**src/rtl/tmr_prescaler_pkg.sv**
```systemverilog
package tmr_prescaler_pkg;
  typedef enum logic [1:0] {
    CNT_HOLD = 2'd0,
    CNT_DEC  = 2'd1,
    CNT_LOAD = 2'd2
  } cnt_action_e;
endpackage

```
**src/rtl/tmr_presc_preset.sv**
```systemverilog
module tmr_presc_preset #(
  parameter int WIDTH = 8
) (
  input  logic             clk_i,
  input  logic             rst_ni,
  input  logic             wr_en_i,
  input  logic [WIDTH-1:0] wr_data_i,
  output logic [WIDTH-1:0] load_val_o
);
  logic [WIDTH-1:0] preset_q, preset_d;

  always_comb begin
    preset_d = preset_q;
    if (wr_en_i) preset_d = wr_data_i;
  end

  // a same-cycle write is forwarded to any load happening now
  always_comb load_val_o = wr_en_i ? wr_data_i : preset_q;

  always_ff @(posedge clk_i or negedge rst_ni) begin
    if (!rst_ni) preset_q <= '0;
    else         preset_q <= preset_d;
  end

  p_write_store_r5: assert property (@(posedge clk_i) disable iff (!rst_ni)
    wr_en_i |=> preset_q == $past(wr_data_i));
  p_preset_hold_r5: assert property (@(posedge clk_i) disable iff (!rst_ni)
    !wr_en_i |=> $stable(preset_q));
endmodule

```
**src/rtl/tmr_presc_counter.sv**
```systemverilog
module tmr_presc_counter
  import tmr_prescaler_pkg::*;
#(
  parameter int WIDTH = 8
) (
  input  logic             clk_i,
  input  logic             rst_ni,
  input  logic             tick_i,
  input  logic             reload_i,
  input  logic [WIDTH-1:0] load_val_i,
  output logic             tick_o
);
  localparam logic [WIDTH-1:0] ONE = WIDTH'(1);

  logic [WIDTH-1:0] cnt_q, cnt_d;
  logic             at_zero, underflow;
  cnt_action_e      action;

  always_comb begin
    at_zero   = (cnt_q == '0);
    underflow = tick_i && at_zero;
    if (reload_i || underflow) action = CNT_LOAD;
    else if (tick_i)           action = CNT_DEC;
    else                       action = CNT_HOLD;
  end

  always_comb begin
    unique case (action)
      CNT_LOAD: cnt_d = load_val_i;
      CNT_DEC:  cnt_d = cnt_q - ONE;
      default:  cnt_d = cnt_q;
    endcase
  end

  always_comb tick_o = underflow;

  always_ff @(posedge clk_i or negedge rst_ni) begin
    if (!rst_ni) cnt_q <= '0;
    else         cnt_q <= cnt_d;
  end

  p_reload_load_r7: assert property (@(posedge clk_i) disable iff (!rst_ni)
    reload_i |=> cnt_q == $past(load_val_i));
  p_underflow_load_r3: assert property (@(posedge clk_i) disable iff (!rst_ni)
    tick_o |=> cnt_q == $past(load_val_i));
  p_decrement_r4: assert property (@(posedge clk_i) disable iff (!rst_ni)
    (tick_i && !reload_i && !tick_o) |=> cnt_q == $past(cnt_q) - ONE);
  p_idle_hold_r4: assert property (@(posedge clk_i) disable iff (!rst_ni)
    (!tick_i && !reload_i) |=> $stable(cnt_q));
endmodule

```
**src/rtl/tmr_prescaler.sv**
```systemverilog
module tmr_prescaler #(
  parameter int WIDTH = 8
) (
  input  logic             clk_i,
  input  logic             rst_ni,
  input  logic             wr_en_i,
  input  logic [WIDTH-1:0] wr_data_i,
  input  logic             reload_i,
  input  logic             tick_i,
  output logic             tick_o
);
  logic [WIDTH-1:0] load_val;

  tmr_presc_preset #(.WIDTH(WIDTH)) u_preset (
    .clk_i      (clk_i),
    .rst_ni     (rst_ni),
    .wr_en_i    (wr_en_i),
    .wr_data_i  (wr_data_i),
    .load_val_o (load_val)
  );

  tmr_presc_counter #(.WIDTH(WIDTH)) u_counter (
    .clk_i      (clk_i),
    .rst_ni     (rst_ni),
    .tick_i     (tick_i),
    .reload_i   (reload_i),
    .load_val_i (load_val),
    .tick_o     (tick_o)
  );

  p_pulse_needs_tick_r2: assert property (@(posedge clk_i) disable iff (!rst_ni)
    tick_o |-> tick_i);
endmodule

```
**config.mk**
```make
export PLATFORM = sky130hd
export DESIGN_NAME = tmr_prescaler
export DESIGN_NICKNAME = d
export VERILOG_FILES = /design/src/rtl/tmr_prescaler_pkg.sv /design/src/rtl/tmr_presc_preset.sv /design/src/rtl/tmr_presc_counter.sv /design/src/rtl/tmr_prescaler.sv
export SDC_FILE = /design/constraint.sdc
export NUM_CORES = 1
export LEC_CHECK = 0
export ABC_CLOCK_PERIOD_IN_PS = 1990
export CORE_MARGIN = 3
export CORE_UTILIZATION = 51
export CTS_CLUSTER_DIAMETER = 30
export DETAILED_ROUTE_END_ITERATION = 7
export MAX_ROUTING_LAYER = met4
export PLACE_DENSITY = 0.76
export SETUP_SLACK_MARGIN = 0.1
export SYNTH_ARGS = -nofsm -noshare
export SYNTH_HDL_FRONTEND = slang
export SYNTH_SLANG_ARGS = --single-unit
```
**constraint.sdc**
```tcl
create_clock -name clk_i -period 1.99 [get_ports clk_i]
set_input_delay 0.2985 -clock clk_i [delete_from_list [all_inputs] [get_ports clk_i]]
set_output_delay 0.2985 -clock clk_i [all_outputs]
set_load 0.02 [all_outputs]
```
==> results of run 1 <==
-- final cells by class --
cell class	count	area (sq um)
flip-flops and latches	16	400
fillers	123	479
repair buffers	20	178
inverters	4	15.0
well taps	16	20.0
multi-input cells	45	462
clock buffers	3	22.5
-- routing by layer --
metal	share of wire, %	routed length, um	vias up	global-route usage, %
met5	0	0	-	-
met4	1.2	20	0	8.60
met3	3.9	63	2	3.38
met2	50	804	15	28.2
met1	45	733	295	21.0
li1	-	-	288	-
-- how the worst max path moves through the flow --
stage,slack (ns),to,depth (start not counted)
2_1_floorplan,0.45,u_counter.cnt_q[0],5
3_3_place_gp,-0.05,tick_o,5
3_5_place_dp,-0.06,tick_o,5
4_1_cts,0.13,tick_o,6
6_report,0.24,u_counter.cnt_q[1],6
5_1_grt,0.13,tick_o,6
-- kinds of logic after synthesis --
logic type | synth area share [%]
buffers and inverters | 3.09
and+or+nand+nor | 16.5
AOI/OAI and AO/OA | 8.02
DFF | 45.0
muxes | 20.7
xor gates and xnor gates | 3.94
adders and majority gates | 2.81
-- layout by cell type, fill, tap and decap left out, types with 3 or more instances in the layout --
master / Yosys / layout
dfrtp_1: 16 / 16
clkbuf_4: 0 / 3
mux2_2: 7 / 7
clkdlybuf4s50_1: 0 / 12
inv_1: 4 / 4
mux2_4: 5 / 5
buf_4: 1 / 7
xor2_1: 3 / 3
mux2i_1: 3 / 3
-- registers in the layout (all words and copies together), names as in the netlist --
signal / count
u_preset.preset_q: 8
u_counter.cnt_q: 8
-- report_power, final --
part | internal, mW | switching (mW) | leakage, nW
Combinational | 0.141 | 0.0884 | 0.290
Clock | 0.0704 | 0.0982 | 0.0138
Sequential | 0.373 | 0.0570 | 0.185
Total | 0.585 | 0.244 | 0.489
-- timing repair --
item,CTS,global route
hold buffers,0,0
gates resized for setup,3,1
setup endpoints to repair,1,1
gates cloned,0,0
buffers inserted,0,1
==> reports/qor.csv, run 1 <==
metric,value,unit
status,"finished, final reports clean",
fin_skew,0.00849,ns
syn_inst,67,
cap_violations,0,
synth_area_leaders,"dfrtp_1 (45%), mux2_2 (8.9%), mux2_4 (8.4%)",
r2r-start,u_counter.cnt_q[1],
via_count,600,
insertion_delay,0.29,ns
cpPeakStageDelay,0.42,ns
finalHoldViolations,0,
portBuffers,13,
fmax,571,MHz
rsz0062_at_grt,false,
ir_worst_vdd,0.000480,V
worstSetupPathType,flop to flop,
postLayoutSetupSlackWorst,0.238,ns
synthMostInstantiatedCell,dfrtp_1,
syn_area_per_cell,13.3,sq um
setup_viol,0,
clock_sinks,16,
hold_path.class,primary input to asynchronous set/reset pin,
synth_edf_count,0,
worst_hold_slack,0.319,ns
drv_slew,0,
r2r-end,u_counter.cnt_q[1],
cp_cell_sequence,inv_1 > ha_1 > nor4b_4 > buf_4 > a21oi_4 > mux2_4,
final_util,69.6,%
grt_antenna_before_repair,0,
critPathLaunchType,flop,
place_area,0.00107,sq mm
setup_tns,0,ns
h-tree-depth,1,
overflow,0,
stdcell_count,104,
place_hpwl,1250,um
cts_tree,done,
cts_buffers,3,
worstPathRequired,2.16,ns
cts-root-buf,clkbuf_4,
dieArea,0.00228,sq mm
clk_pin_slew,0.09,ns
ys_ff_latch,16,
via_per_inst,5.77,
synth_common_cells,"dfrtp_1 (16), mux2_2 (7), mux2_4 (5)",
crit_start,u_counter.cnt_q[1],
fin_area,0.00110,sq mm
fin_crit_sh,88.0,%
grt_pass1_wl,2640,um
initial_utilization,56.4,%
drt_iter0_drc,6,
cts_buffer_depth,2,
yosysTopAreaCellShare,45.0,%
crit_family,flip-flops,
nNetsFinal,105,
global_route.usage.total,17.6,%
area_growth,23.3,%
reg2reg_slack,0.24,ns
synth_nets,82,
yosysSeqAreaShare,45.0,%
drive_gt1_share,34.1,%
dp_cells,100,
place_ws,-0.0610,ns
reg2regPathDepth,6,
maxSlewHeadroom,74.6,%
wl_per_cell,15.6,um
grt_max_degree,17,
num_io_pins,14,
leakage,0.489,nW
ys_types,30,
worstPathMaxFanout,7,
cp_num_buf_inv,2,
synth_flop_cell,dfrtp_1,
syn_area,890,sq um
wl,1620,um
async_flop_share,100,%
synth_area_leader_cell,dfrtp_1,
critPathCaptureType,flop,
min_period,1.75,ns
finalPower,0.828,mW
cp_slowest_cell,dfrtp_1,
coreArea,0.00158,sq mm
postRouteAntennaNets,0,
tightest_slew,0.377,ns
gp_congestion,0.753,
die_x,47.8,um
grt_pass1_vias,601,
arrival,1.92,ns
n_antenna_cell,0,
yosysWarnings,0,
rows,14,
drc,0,
die_h,47.8,um
powerDensity,755,mW/mm^2
dr.pass1.iters,4,
Power figures use the tool's default switching activity.
==> inputs of run 2 (changes only) <==
- PLACE_DENSITY: 0.76 -> default
- PLACE_DENSITY_LB_ADDON: default -> 0.2
==> run 2 against run 1 <==
  * Power fell by 1.4%
  * Setup slack improved by 0.032 ns
  * Global-route usage fell by 0.58 points
  * Clock skew fell by 0.0040 ns
  * Cell count did not move
  * Register-to-register slack improved by 0.04 ns
  * Via count fell by 2.7%
  * Highest routed layer is now met3
  * Final area did not move
  * Maximum frequency rose by 1.9%
==> reports/qor.csv, run 2 (synthesized netlist as in run 1, its figures left out) <==
metric,value,unit,change
status,"finished, final reports clean",,
wl,1540,um,-4.8%
drt_iter0_drc,4,,-2
postRouteAntennaNets,0,,unchanged
initial_utilization,56.4,%,unchanged
grt_max_degree,17,,unchanged
clock_sinks,16,,unchanged
fin_area,0.00110,sq mm,unchanged
drive_gt1_share,34.1,%,unchanged
die_x,47.8,um,unchanged
critPathCaptureType,primary output,,
rsz0062_at_grt,false,,
clk_pin_slew,0.09,ns,about the same
portBuffers,13,,unchanged
via_per_inst,5.62,,-2.7%
h-tree-depth,1,,unchanged
wl_per_cell,14.8,um,-4.8%
worst_hold_slack,0.338,ns,+0.0197 ns
layout_common_cells,"dfrtp_1 (16), clkdlybuf4s50_1 (12), mux2_2 (7), buf_4 (7), mux2_4 (5)",,
place_area,0.00107,sq mm,unchanged
cts_buffer_depth,2,,unchanged
nNetsFinal,105,,unchanged
tightest_slew,0.396,ns,+0.0184 ns
cts_buffers,3,,unchanged
finalPower,0.817,mW,-1.4%
finalHoldViolations,0,,unchanged
global_route.usage.total,17.0,%,-0.58 points
coreArea,0.00158,sq mm,unchanged
hold_path.class,primary input to asynchronous set/reset pin,,
area_growth,23.3,%,unchanged
overflow,0,,unchanged
arrival,1.42,ns,-0.50 ns
grt_antenna_before_repair,0,,unchanged
cts_tree,done,,
via_count,584,,-2.7%
top_regs,"u_counter.cnt_q x8, u_preset.preset_q x8",,
worstPathRequired,1.69,ns,-0.47 ns
postLayoutSetupSlackWorst,0.270,ns,+0.0323 ns
place_hpwl,1210,um,-2.8%
ctsHoldBuffers,0,,unchanged
fin_crit_sh,86.4,%,-1.6 points
num_io_pins,14,,unchanged
powerDensity,744,mW/mm^2,-1.4%
worstPathMaxFanout,4,,-3
gp_congestion,0.765,,+1.6%
critPathLaunchType,flop,,
fin_skew,0.00453,ns,-0.00396 ns
setup_tns,0,ns,unchanged
rows,14,,unchanged
leakage,0.489,nW,unchanged
ir_worst_vdd,0.000548,V,+14%
place_ws,-0.0534,ns,+0.00757 ns
setup_viol,0,,unchanged
grt_pass1_vias,595,,-1.0%
worstSetupPathType,flop to primary output,,
drv_slew,0,,unchanged
grt_pass1_wl,2590,um,-1.6%
fmax,582,MHz,+1.9%
final_common_cell,dfrtp_1,,
dr.pass1.iters,4,,unchanged
drc,0,,unchanged
cap_violations,0,,unchanged
dieArea,0.00228,sq mm,unchanged
maxSlewHeadroom,73.4,%,-1.2 points
cts-root-buf,clkbuf_4,,
insertion_delay,0.27,ns,-0.02 ns
min_period,1.72,ns,-0.0323 ns
n_antenna_cell,0,,unchanged
die_h,47.8,um,unchanged
==> run 2: cell counts in the layout (fill, tap and decap cells not counted) <==
Identical to the previous run, type by type.
==> run 2: report_power, final <==
part           internal [mW]  leakage (nW)  switching (mW)
clock                 0.0700        0.0138          0.0932
sequential             0.373         0.185          0.0562
combinational          0.140         0.290          0.0835
==> run 2: critical path: stages, from the launching register on <==
cell	delay, ns
dfrtp_1	0.41
inv_1	0.08
ha_1	0.14
nor4b_4	0.21
nand2_1	0.08
inv_1	0.06
buf_2	0.15
==> run 2: final timing paths <==
path	startpoint	endpoint	slack (ns)	cells past startpoint
worst max-delay path	u_counter.cnt_q[1]	tick_o	0.27	6
worst min-delay path	rst_ni	u_preset.preset_q[2]	0.34	2
worst max register to register	u_counter.cnt_q[1]	u_counter.cnt_q[2]	0.28	6
worst min register to register	u_preset.preset_q[4]	u_preset.preset_q[4]	0.50	1
max in group asynchronous	rst_ni	u_preset.preset_q[6]	1.47	2
min in group clk_i	u_preset.preset_q[4]	u_preset.preset_q[4]	0.50	1
==> run 2: repair_timing <==
item | CTS | global route
buffers inserted | 0 | 1
gates resized for setup | 3 | 1
setup endpoints to repair | 1 | 1
==> run 2: area by class of cell <==
| type | count | area [sq um] |
|---|---|---|
| Sequential cell | 16 | 400 |
| Tap cell | 16 | 20.0 |
| Clock buffer | 3 | 22.5 |
| Inverter | 4 | 15.0 |
| Multi-Input combinational cell | 45 | 462 |
| Timing Repair Buffer | 20 | 178 |
| Fill cell | 125 | 479 |
==> run 2: metal layers <==
layer | share of wire [%] | vias to the layer above | wire (um) | track usage (%)
li1 | - | 285 | - | -
met1 | 44 | 289 | 684 | 20.4
met2 | 52 | 10 | 805 | 28.8
met3 | 3.6 | 0 | 55 | 4.51
met4 | 0 | 0 | 0 | 3.23
met5 | 0 | - | 0 | -
==> run 2: metrics by stage <==
stage | std cells | util (%)
after floorplan | 67 | -
after global placement | 100 | 68.0
after detailed placement | 100 | 68.0
after CTS | 103 | 69.5
after global routing | 104 | 69.6
final | 104 | 69.6
==> inputs of run 3 (changes only) <==
- REMOVE_ABC_BUFFERS: default -> 1
==> run 3 against run 2 <==
  * Cell count shrank 0.96%
  * Setup slack lost 0.018 ns
  * Largest cell class unchanged
  * Worst hold slack lost 0.011 ns
  * Non-clock buffer count shrank 1
  * Routed wire length shrank 3.4%
  * Sequential share of layout area grew 0.25 points
  * Sequential cell count is the same
  * Clock-buffer cell count is the same
  * Largest power group unchanged
  * Combinational power shrank 4%
  * Register-to-register slack is essentially flat
  * Clock skew shrank 0.0023 ns
  * Highest routed layer is now met4
==> reports/qor.csv, run 3 (synthesized netlist as in run 1, its figures left out) <==
metric,value,unit,change
grt_antenna_before_repair,0,,unchanged
final_common_cell,dfrtp_1,,
cp_slowest_cell,dfrtp_1,,
setup_viol,0,,unchanged
drt_iter0_drc,2,,-2
switching_share,28.6,%,+0.042 points
cp_num_buf_inv,3,,unchanged
wl_per_cell,14.5,um,-2.5%
place_hpwl,1100,um,-8.7%
cts_tree,done,,
status,"finished, final reports clean",,
via_count,570,,-2.4%
power.internal,0.579,mW,-0.81%
nNetsFinal,104,,-0.95%
cp_cell_sequence,inv_1 > ha_1 > nor4b_4 > nand2_1 > inv_1 > clkbuf_2,,
cap_violations,0,,unchanged
global_route.usage.total,15.1,%,-1.9 points
die_x,47.8,um,unchanged
fin_skew,0.00225,ns,-0.00228 ns
n_antenna_cell,0,,unchanged
ctsHoldBuffers,0,,unchanged
drv_slew,0,,unchanged
grt_pass1_wl,2330,um,-10%
maxSlewHeadroom,72.6,%,-0.77 points
pwr-share-seq,53.0,%,+0.4 points
min_period,1.74,ns,+0.0183 ns
critPathLaunchType,flop,,
dr.pass1.iters,3,,-1
reg2regPathDepth,6,,unchanged
setup_tns,0,ns,unchanged
initial_utilization,56.4,%,unchanged
top_regs,"u_counter.cnt_q x8, u_preset.preset_q x8",,
insertion_delay,0.28,ns,about the same
p_switching,0.232,mW,-0.60%
ir_worst_vdd,0.000426,V,-22%
cp.depth,6,,unchanged
via_per_inst,5.53,,-1.4%
reg2reg_slack,0.27,ns,about the same
h-tree-depth,1,,unchanged
powerDensity,744,mW/mm^2,about the same
hold_path.class,primary input to asynchronous set/reset pin,,
rows,14,,unchanged
leakage,0.483,nW,-1.2%
dp_cells,100,,unchanged
combPwrFrac,26.7,%,-0.7 points
rsz0062_at_grt,false,,
stdcell_count,103,,-0.96%
finalHoldViolations,0,,unchanged
tightest_slew,0.407,ns,+0.0115 ns
worstSetupPathType,flop to primary output,,
cts_buffer_depth,2,,unchanged
fmax,575,MHz,-1.1%
num_io_pins,14,,unchanged
dieArea,0.00228,sq mm,unchanged
portBuffers,13,,unchanged
crit_family,flip-flops,,
critPathCaptureType,primary output,,
grt_pass1_vias,527,,-11%
drc,0,,unchanged
overflow,0,,unchanged
arrival,1.44,ns,+0.02 ns
postRouteAntennaNets,0,,unchanged
layout_common_cells,"dfrtp_1 (16), clkdlybuf4s50_1 (12), mux2_2 (7)",,
cts_buffers,3,,unchanged
die_h,47.8,um,unchanged
drive_gt1_share,33.3,%,-0.76 points
final_util,69.1,%,-0.48 points
coreArea,0.00158,sq mm,unchanged
clk_pin_slew,0.09,ns,about the same
cpMostUsedCell,inv_1,,
worstPathRequired,1.69,ns,about the same
power.share.clock,20.3,%,+0.3 points
cts-root-buf,clkbuf_4,,
wl,1490,um,-3.4%
clock_sinks,16,,unchanged
area_growth,22.5,%,
grt_max_degree,17,,unchanged
gp_congestion,0.782,,+2.1%
cpPeakStageDelay,0.42,ns,about the same
fin_crit_sh,87.3,%,+0.92 points
worstPathMaxFanout,4,,unchanged
[run 3: repair_timing]
item                       4_1_cts  5_1_grt
pin swaps                        0        0
resized for setup                2        1
setup endpoints to repair        1        1
cloned                           0        0
buffers inserted                 0        0
[run 3: power groups by stage]
| stage | clock network (mW) | logic, mW | registers [mW] |
|---|---|---|---|
| 6_report | 0.165 | 0.216 | 0.430 |
| 3_3_place_gp | 0 | 0.214 | 0.434 |
| 5_1_grt | 0.183 | 0.237 | 0.437 |
| 4_1_cts | 0.172 | 0.218 | 0.429 |
| 3_5_place_dp | 0 | 0.218 | 0.436 |
| 2_1_floorplan | 0 | 0.146 | 0.428 |
[run 3: per-stage QoR]
step / hold WS [ns] / total power [mW] / setup WS, ns / cell area [sq um]
after floorplan: 0.00291 / 0.574 / 0.450 / 877
after global placement: 0.479 / 0.648 / -0.0417 / 1070
after detailed placement: 0.487 / 0.653 / -0.0600 / 1070
after CTS: 0.331 / 0.820 / 0.101 / 1090
after global routing: 0.344 / 0.857 / 0.144 / 1090
final: 0.327 / 0.810 / 0.252 / 1090
[run 3: layer usage]
| layer | track usage [%] | share of wire (%) | routed length [um] |
|---|---|---|---|
| met1 | 19.8 | 49 | 724 |
| met2 | 23.0 | 47 | 707 |
| met3 | 2.26 | 3.4 | 50 |
| met4 | 6.45 | 0.60 | 9 |
| met5 | - | 0 | 0 |
[run 3: layout make-up]
class	instances	area, sq um
fill	129	487
multi-input combinational	45	462
sequential	16	400
timing repair buffer	19	170
clock buffer	3	22.5
tap	16	20.0
inverter	4	15.0
[run 3: worst paths after layout]
kind	start	endpoint
max	u_counter.cnt_q[1]	tick_o
min	rst_ni	u_preset.preset_q[7]
max reg2reg	u_counter.cnt_q[1]	u_counter.cnt_q[1]
min reg2reg	u_preset.preset_q[0]	u_preset.preset_q[0]
max in group asynchronous	rst_ni	u_preset.preset_q[1]
min in group clk_i	u_preset.preset_q[0]	u_preset.preset_q[0]
